`src/rtl/refdiv_pkg.sv`:
```
package refdiv_pkg;
   // control word field positions
   localparam int F_EN       = 0;
   localparam int F_DOM_RST  = 1;
   localparam int F_APPLY    = 2;
   localparam int F_RATIO    = 4;
   localparam int F_BUF_GATE = 28;
   localparam int F_LOCK_STD = 31;
   localparam int F_LOCK_ALT = 27;
   localparam int CTL_W      = 32;
   // highest ratio width that keeps the field clear of bit 27
   localparam int RATIO_W_MAX = F_LOCK_ALT - F_RATIO;
endpackage

```
`src/rtl/refdiv_ctrl_regs.sv`:
```
module refdiv_ctrl_regs
   import refdiv_pkg::*;
#(
   parameter int DIV_W        = 8,
   parameter bit LOCK_ALT     = 1'b0,
   parameter bit GATE_ON_LOAD = 1'b0
) (
   input  logic             clk_i,
   input  logic             rst_ni,
   input  logic             wr_en_i,
   input  logic [CTL_W-1:0] wr_data_i,
   input  logic             lock_i,
   input  logic             lock_set_i,
   output logic             en_o,
   output logic             dom_rst_o,
   output logic             apply_o,
   output logic [DIV_W-1:0] apply_ratio_o,
   output logic             buf_gate_o,
   output logic [CTL_W-1:0] rd_data_o
);
   localparam int LOCK_POS = LOCK_ALT ? F_LOCK_ALT : F_LOCK_STD;

   logic             en_q, dom_rst_q, buf_gate_q, pend_q;
   logic [DIV_W-1:0] ratio_q;
   logic             en_wr;

   assign apply_o       = wr_en_i & wr_data_i[F_APPLY];
   assign apply_ratio_o = wr_data_i[F_RATIO +: DIV_W];

   generate
      if (GATE_ON_LOAD) begin : g_gate_on_load
         // a ratio change darkens the output until the flag returns
         assign en_wr = wr_data_i[F_EN] & ~wr_data_i[F_APPLY] & ~pend_q;
      end else begin : g_free_enable
         assign en_wr = wr_data_i[F_EN];
      end
   endgenerate

   always_ff @(posedge clk_i or negedge rst_ni) begin
      if (!rst_ni) begin
         en_q       <= 1'b0;
         dom_rst_q  <= 1'b0;
         buf_gate_q <= 1'b0;
         ratio_q    <= '0;
      end else if (wr_en_i) begin
         en_q       <= en_wr;
         dom_rst_q  <= wr_data_i[F_DOM_RST];
         buf_gate_q <= wr_data_i[F_BUF_GATE];
         ratio_q    <= wr_data_i[F_RATIO +: DIV_W];
      end
   end

   always_ff @(posedge clk_i or negedge rst_ni) begin
      if (!rst_ni)         pend_q <= 1'b0;
      else if (apply_o)    pend_q <= 1'b1;
      else if (lock_set_i) pend_q <= 1'b0;
   end

   always_comb begin
      rd_data_o                     = '0;
      rd_data_o[F_EN]               = en_q;
      rd_data_o[F_DOM_RST]          = dom_rst_q;
      rd_data_o[F_APPLY]            = pend_q;
      rd_data_o[F_RATIO +: DIV_W]   = ratio_q;
      rd_data_o[F_BUF_GATE]         = buf_gate_q;
      rd_data_o[LOCK_POS]           = lock_i;
   end

   assign en_o       = en_q;
   assign dom_rst_o  = dom_rst_q;
   assign buf_gate_o = buf_gate_q;

   logic unused_wr_bits;
   assign unused_wr_bits = ^{wr_data_i[CTL_W-1:F_BUF_GATE+1],
                             wr_data_i[F_BUF_GATE-1:F_RATIO+DIV_W],
                             wr_data_i[F_APPLY+1]};

   // pending bit survives until the settle flag is set
   p_pend_kept_r4 : assert property (@(posedge clk_i) disable iff (!rst_ni)
      (pend_q && !lock_set_i) |=> pend_q);
   // an apply write always marks a change as pending
   p_apply_marks_pend_r4 : assert property (@(posedge clk_i) disable iff (!rst_ni)
      apply_o |=> pend_q);

   generate
      if (GATE_ON_LOAD) begin : g_gate_chk
         // output stays disabled while a change is pending
         p_dark_while_pending_r9 : assert property (@(posedge clk_i) disable iff (!rst_ni)
            pend_q |-> !en_q);
      end
   endgenerate
endmodule

```
`src/rtl/refdiv_counter.sv`:
```
module refdiv_counter #(
   parameter int DIV_W        = 8,
   parameter int LOCK_PERIODS = 4
) (
   input  logic             clk_i,
   input  logic             rst_ni,
   input  logic             en_i,
   input  logic             dom_rst_i,
   input  logic             apply_i,
   input  logic [DIV_W-1:0] apply_ratio_i,
   output logic             phase_o,
   output logic             run_o,
   output logic             bypass_o,
   output logic             lock_o,
   output logic             lock_set_o
);
   localparam int PER_W = (LOCK_PERIODS > 2) ? $clog2(LOCK_PERIODS) : 1;
   localparam logic [PER_W-1:0] PER_LAST = PER_W'(LOCK_PERIODS - 1);
   localparam logic [DIV_W-1:0] ONE      = DIV_W'(1);

   logic [DIV_W-1:0] ratio_q, ratio_nx, cnt_q, cnt_nx;
   logic [PER_W-1:0] per_q, per_nx;
   logic             run_q, run_nx, phase_q, phase_nx, lock_q, lock_nx;
   logic             wrap_now, restart, lock_set;

   assign wrap_now = (cnt_q == ratio_q - ONE);
   assign restart  = dom_rst_i | apply_i;

   always_comb begin
      ratio_nx = ratio_q;
      if (apply_i) ratio_nx = (apply_ratio_i == '0) ? ONE : apply_ratio_i;

      if (restart || wrap_now) cnt_nx = '0;
      else                     cnt_nx = cnt_q + ONE;

      run_nx = run_q;
      if (dom_rst_i)          run_nx = 1'b0;
      else if (cnt_nx == '0)  run_nx = en_i;

      phase_nx = !dom_rst_i && run_nx && (cnt_nx < (ratio_nx >> 1));

      lock_set = !lock_q && !restart && wrap_now && (per_q == PER_LAST);

      per_nx = per_q;
      if (restart)                per_nx = '0;
      else if (!lock_q && wrap_now) per_nx = per_q + PER_W'(1);

      lock_nx = lock_q;
      if (restart)       lock_nx = 1'b0;
      else if (lock_set) lock_nx = 1'b1;
   end

   always_ff @(posedge clk_i or negedge rst_ni) begin
      if (!rst_ni) begin
         ratio_q <= ONE;
         cnt_q   <= '0;
         per_q   <= '0;
         run_q   <= 1'b0;
         phase_q <= 1'b0;
         lock_q  <= 1'b0;
      end else begin
         ratio_q <= ratio_nx;
         cnt_q   <= cnt_nx;
         per_q   <= per_nx;
         run_q   <= run_nx;
         phase_q <= phase_nx;
         lock_q  <= lock_nx;
      end
   end

   assign phase_o    = phase_q;
   assign run_o      = run_q;
   assign bypass_o   = (ratio_q == ONE);
   assign lock_o     = lock_q;
   assign lock_set_o = lock_set;

   // an apply write drops the settle flag on its own edge
   p_apply_drops_lock_r4 : assert property (@(posedge clk_i) disable iff (!rst_ni)
      apply_i |=> !lock_q);
   // once settled the flag holds until a restart
   p_lock_holds_r4 : assert property (@(posedge clk_i) disable iff (!rst_ni)
      (lock_q && !restart) |=> lock_q);
   // domain reset silences output and flag
   p_dom_rst_quiet_r6 : assert property (@(posedge clk_i) disable iff (!rst_ni)
      dom_rst_i |=> (!phase_q && !lock_q));
   // a low, disabled output cannot start a pulse
   p_no_rise_when_off_r5 : assert property (@(posedge clk_i) disable iff (!rst_ni)
      (!en_i && !phase_q) |=> !phase_q);
endmodule

```
`src/rtl/refdiv_outgate.sv`:
```
module refdiv_outgate (
   input  logic clk_i,
   input  logic rst_ni,
   input  logic bypass_i,
   input  logic run_i,
   input  logic phase_i,
   output logic clk_o
);
   logic pass_en_q;

   // captured while the reference is low, so the gated pass path is glitch-free
   always_ff @(negedge clk_i or negedge rst_ni) begin
      if (!rst_ni) pass_en_q <= 1'b0;
      else         pass_en_q <= run_i & bypass_i;
   end

   assign clk_o = bypass_i ? (clk_i & pass_en_q) : phase_i;
endmodule

```
`src/rtl/refclk_divider.sv`:
```
module refclk_divider
   import refdiv_pkg::*;
#(
   parameter int DIV_W        = 8,
   parameter bit LOCK_ALT     = 1'b0,
   parameter bit GATE_ON_LOAD = 1'b0,
   parameter int LOCK_PERIODS = 4
) (
   input  logic        clk_ref_i,
   input  logic        rst_ni,
   input  logic        wr_en_i,
   input  logic [31:0] wr_data_i,
   output logic [31:0] rd_data_o,
   output logic        clk_div_o,
   output logic        ref_buf_en_o
);
   generate
      if (DIV_W < 1 || DIV_W > RATIO_W_MAX) begin : g_bad_width
         $error("refclk_divider: DIV_W out of range");
      end
      if (LOCK_PERIODS < 2) begin : g_bad_periods
         $error("refclk_divider: LOCK_PERIODS must be at least 2");
      end
   endgenerate

   logic             en, dom_rst, apply, buf_gate;
   logic [DIV_W-1:0] apply_ratio;
   logic             phase, run, bypass, lock, lock_set;

   refdiv_ctrl_regs #(
      .DIV_W        (DIV_W),
      .LOCK_ALT     (LOCK_ALT),
      .GATE_ON_LOAD (GATE_ON_LOAD)
   ) u_regs (
      .clk_i         (clk_ref_i),
      .rst_ni        (rst_ni),
      .wr_en_i       (wr_en_i),
      .wr_data_i     (wr_data_i),
      .lock_i        (lock),
      .lock_set_i    (lock_set),
      .en_o          (en),
      .dom_rst_o     (dom_rst),
      .apply_o       (apply),
      .apply_ratio_o (apply_ratio),
      .buf_gate_o    (buf_gate),
      .rd_data_o     (rd_data_o)
   );

   refdiv_counter #(
      .DIV_W        (DIV_W),
      .LOCK_PERIODS (LOCK_PERIODS)
   ) u_counter (
      .clk_i         (clk_ref_i),
      .rst_ni        (rst_ni),
      .en_i          (en),
      .dom_rst_i     (dom_rst),
      .apply_i       (apply),
      .apply_ratio_i (apply_ratio),
      .phase_o       (phase),
      .run_o         (run),
      .bypass_o      (bypass),
      .lock_o        (lock),
      .lock_set_o    (lock_set)
   );

   refdiv_outgate u_outgate (
      .clk_i    (clk_ref_i),
      .rst_ni   (rst_ni),
      .bypass_i (bypass),
      .run_i    (run),
      .phase_i  (phase),
      .clk_o    (clk_div_o)
   );

   // buffer pass enable is the inverse of the gate bit
   assign ref_buf_en_o = ~buf_gate;
endmodule

```
`config.mk`:
```
export PLATFORM = sky130hd
export DESIGN_NAME = refclk_divider
export DESIGN_NICKNAME = d
export VERILOG_FILES = /design/src/rtl/refdiv_pkg.sv /design/src/rtl/refdiv_ctrl_regs.sv /design/src/rtl/refdiv_counter.sv /design/src/rtl/refdiv_outgate.sv /design/src/rtl/refclk_divider.sv
export SDC_FILE = /design/constraint.sdc
export NUM_CORES = 1
export LEC_CHECK = 0
export ABC_AREA = 1
export BUFFER_PORTS_ARGS = -buffer_cell sky130_fd_sc_hd__buf_2
export CORE_ASPECT_RATIO = 1.25
export CORE_UTILIZATION = 55
export DETAILED_ROUTE_END_ITERATION = 12
export PLACE_DENSITY = 0.85
export SETUP_SLACK_MARGIN = 0.02
export SLEW_MARGIN = 20
export SYNTH_ARGS = -nofsm -noshare
export SYNTH_HDL_FRONTEND = slang
export SYNTH_SLANG_ARGS = --single-unit
```
`constraint.sdc`:
```
create_clock -name clk_ref_i -period 6 [get_ports clk_ref_i]
set_input_delay 0.6 -clock clk_ref_i [delete_from_list [all_inputs] [get_ports clk_ref_i]]
set_output_delay 0.6 -clock clk_ref_i [all_outputs]
set_load 0.02 [all_outputs]
```
After elaboration in Yosys (flattened, before gate mapping)
Cells that the tools add are included.

Register bits after elaboration: 34. Output and inout bits: 34. Word-level logic and storage cells: 52.

$add $sub $neg: 3. Magnitude comparators: 1. Equal/unequal tests: 3. Multiplexer cells: 12. Bitwise gates (word level): 5. Reductions and logical operators: 15.

Operators with widths (number): 8-bit 2-to-1 mux (3); 8-bit zero test (2); 8-bit by 1-bit adder with 8-bit output, second input constant (1); 8-bit by 1-bit == test with 1-bit output, second input constant (1); 8-bit == test (1); 8-bit by 7-bit less-than comparator with 1-bit output (1); 8-bit by 1-bit subtractor with 8-bit output, second input constant (1); 1-bit 2-to-1 mux (7); 1-bit logical AND (6); 2-bit nonzero test (3); 2-bit 2-to-1 mux (2); 1-bit AND (3); 1-bit zero test (3); 2-bit by 1-bit adder with 2-bit output, second input constant (1); 2-bit == test, second input constant (1); 1-bit logical OR (1); 1-bit inverter (1); 1-bit OR (1).

Depth between registers and ports, before layout
Depth after elaboration: 9. Mapped depth: 20.

Hierarchy
A second synthesis with hierarchy kept.

Cells, all modules: 310. Area total of the unflattened synthesis: 2267.2 µm².

Modules (own cells, without submodules): refdiv_counter (times used 1, cells each 216, area an instance 1505.2 µm², sequential area each 526.8 µm²); refdiv_ctrl_regs (times used 1, cells each 86, area an instance 709.4 µm², sequential area each 300.3 µm²); refdiv_outgate (times used 1, cells each 7, area an instance 48.8 µm², sequential area each 25.0 µm²); refclk_divider (times used 1, cells each 1, area an instance 3.8 µm², sequential area each 0.0 µm²).

==> run summary <==
The run finished, with violations left. The final reports fail on design-rule violations. The area overhead of the layout relative to synthesis is 9.47%.

The clock transition at the registers of the reported paths is 0.07 ns. The global-route congestion overflow total is 0. After detailed routing, the total wire length is 4200 µm. The count of nets left with antenna violations once routing finished came out at 0. The average wire per standard cell came out at 11.8 µm. The placed standard-cell area is 0.00223 mm². Headroom to the max-slew limit came out at 49.2%.

After synthesis, the most frequently instantiated cells are nand2_1 (66), inv_1 (45), dfrtp_1 (32). The aggregate negative setup slack is 0 ns. The transition time of the tightest slew-check pin is 0.762 ns.

Across every metal layer, demand over resource in global routing totals 23.6%. The number of DRC violations after detailed routing is 3. Entering global routing, the biggest net connects 35 pins. The detailed placement HPWL came out at 3210 µm.

The cell-internal power is 0.436 mW. The number of setup buffers added after CTS is 0. The count of buffers added on input and output ports is 29. The first global-routing pass estimated 7230 µm of wire.

The number of I/O pins is 69. The routed layout has 1778 vias. The number of endpoints failing setup at the final stage is 0. The part of the total power dissipated in sequential elements came out at 41.3%. For this run, global-route usage on met1 was measured as 25.6%. The last weighted congestion value of the routability-driven placer came out at 0.938. The largest stage delay on the critical path is 0.38 ns. In this run the most used layer during global routing was met2. By area the synthesized netlist is led by dfrtp_1 (37%), nand2_1 (11%), buf_4 (8.4%), inv_1 (7.8%), ha_1 (5.8%). Excluding fillers, the count of instances in the completed layout stands at 356.

The number of hold violations in the final report came to 0. The mean number of vias per cell is 4.99. Counting flops with a built-in enable in the synthesized netlist gives 0. For met3 alone, demand over resource in global routing was 6.95%. In this run the power density over the cells is 274 mW/mm². Once the clock tree was built, the resizer swapped 0 gates to a different size.

Counting flops and latches in the post-synthesis netlist gives 34. The capturing element type of the critical path is a primary output. The final instance area is 0.00236 mm². In this run the horizontal extent of the chip is 58.0 µm. Setup repair after global routing left no endpoint under its margin.

The TritonCTS clock tree is built. The clock latency on the worst-skew pair came out at 0.41 ns. The post-synthesis instance area is 0.00215 mm². The share of total power dissipated in combinational logic is 23.0%. The floorplan has 25 rows. 0 antenna diodes ended up in the layout. The worst path meets setup with 1.21 ns of slack. On the final layout, the worst clock skew is 0.0257 ns. The count of placed standard cells including taps came out at 345. Summed over its instances, the top area cell type makes up 37.2% of the synthesized netlist area. For this run, the leading register cell type out of synthesis is dfrtp_1.

The number of max-cap violations is 0. The required time of the critical path is 5.40 ns. The cell family contributing the most delay on the critical path is flip-flops. For this design the static power due to leakage is 1.35 nW. The total core area came out at 0.00375 mm².

The core occupancy in the finished layout is 62.8%. At the worst endpoint, the arrival time is 4.19 ns. The number of slew-limit violations in the final report was 0. The number of buffers and inverters on the critical path is 1.

The count of distinct cell types in the synthesized netlist is 29. The total number of nets in the final design is 360. The via count of the first global-routing pass is 1715. The type of the worst setup path is flop to primary output. The power share of the clock group came out at 35.7%. The met2 usage is 40.5%.

The iteration-0 DRC count of the detailed router is 50. The largest fanout of any net on the critical path came out at 1. The synthesis warning total came out at 0. The number of iterations in the first detailed-routing pass is 9. The final hold slack is 0.272 ns.

The net switching share of the total power is 32.6%. The starting utilization of the core area is 57.4%. The worst hold path belongs to the class input port to asynchronous set/reset pin. The floorplan die area came out at 0.00417 mm². The share of post-route cells with drive strength above 1 came out at 20.9%. The number of antenna violations at the first check in global routing is 0. Synthesis produced a netlist whose cell count is 285.

The critical path's slowest cell is dfrtn_1. The startpoint kind of the worst setup timing path is a flop. Traced cell by cell, the critical path runs through nand2_1 -> o21ai_0 -> buf_2.

The worst setup slack before clock tree synthesis came out at 1.70 ns. The maximum vdd ir drop came out at 0.256 mV. The die boundary height came out at 72.0 µm.

For this design, the CTS-stage hold fixing added 0 buffers. For this run, the register share of the synthesized area comes to 39.5%. The fraction of synthesis flops using an asynchronous set or reset pin came out at 100%. The power dissipated by switching net loads came out at 0.211 mW. The cell type contributing the most total cell area after synthesis is dfrtp_1. The leading cell type by number of instances after synthesis is nand2_1. In this run the mean area of a mapped cell was 7.56 µm². The total power of the final layout is 0.646 mW.
[final timing paths]
kind | start | end | slack, ns | depth (start not counted)
max | u_outgate.pass_en_q$_DFF_NN0_ | clk_div_o | 1.21 | 3
min | rst_ni | u_counter.lock_o$_DFFE_PN0P_ | 0.27 | 1
max reg2reg | u_counter.ratio_q[1]$_DFF_PN0_ | u_outgate.pass_en_q$_DFF_NN0_ | 1.95 | 4
min reg2reg | u_regs.pend_q$_DFFE_PN0P_ | u_regs.pend_q$_DFFE_PN0P_ | 0.47 | 2
max in group asynchronous | rst_ni | u_outgate.pass_en_q$_DFF_NN0_ | 2.36 | 1
min in group clk_ref_i | wr_data_i[1] | u_regs.dom_rst_o$_DFFE_PN0P_ | 0.43 | 3
[flip-flops by register name (all words and copies together), names as in the netlist]
name                 count
u_counter.cnt_q          8
u_counter.ratio_q        8
u_regs.ratio_q           8
u_counter.per_q          2
u_counter.lock_o         1
u_counter.phase_o        1
u_counter.run_o          1
u_outgate.pass_en_q      1
u_regs.buf_gate_o        1
u_regs.dom_rst_o         1
u_regs.en_o              1
u_regs.pend_q            1
[layout by cell type (no fill, tap or decap), types with 2 or more instances in the layout]
cell	Yosys	routed
xnor2_1	2	2
nand3_1	10	10
buf_2	0	29
nand3_2	3	3
nor2_1	25	25
mux2_2	2	2
o211ai_1	3	3
nand2_2	7	7
nand4_1	3	3
xor2_1	2	2
a21oi_1	10	10
inv_2	7	7
inv_1	45	45
conb_1	1	19
clkbuf_8	0	9
nand2_1	66	66
ha_1	10	10
o21ai_0	15	15
nor2_2	3	3
dfrtp_1	32	32
nor3_1	4	4
[final cells by class]
type                       instances  area (µm²)
timing repair buffer              28         140
tap                               40        50.0
inverter                          53         201
clock inverter                     1        5.00
multi-input combinational        189         977
sequential                        34         852
clock buffer                      11         133
fill                             309        1400
[per-layer routing]
layer  wire length (µm)  up-vias
met1               1720      819
met2               2240       51
li1                   -      899
met5                  0        -
met4                 89        0
met3                153        9
[power groups by stage]
stage | sequential [mW] | combinational [mW] | clock (mW)
2_1_floorplan | 0.273 | 0.117 | 0.00311
3_3_place_gp | 0.269 | 0.144 | 0.00454
3_5_place_dp | 0.270 | 0.148 | 0.00454
4_1_cts | 0.266 | 0.150 | 0.236
5_1_grt | 0.269 | 0.170 | 0.243
6_report | 0.267 | 0.149 | 0.231
[kinds of logic after synthesis]
group           count (synthesis)  synth area share [%]
other cells                     1                 0.174
fa+ha+maj                      10                  5.81
compound gates                 30                  8.01
xor+xnor                        4                  1.63
buf+inv                        80                  18.2
mux                             2                  1.05
simple gates                  124                  25.6
flops                          34                  39.5
Power figures use the tool's default switching activity.
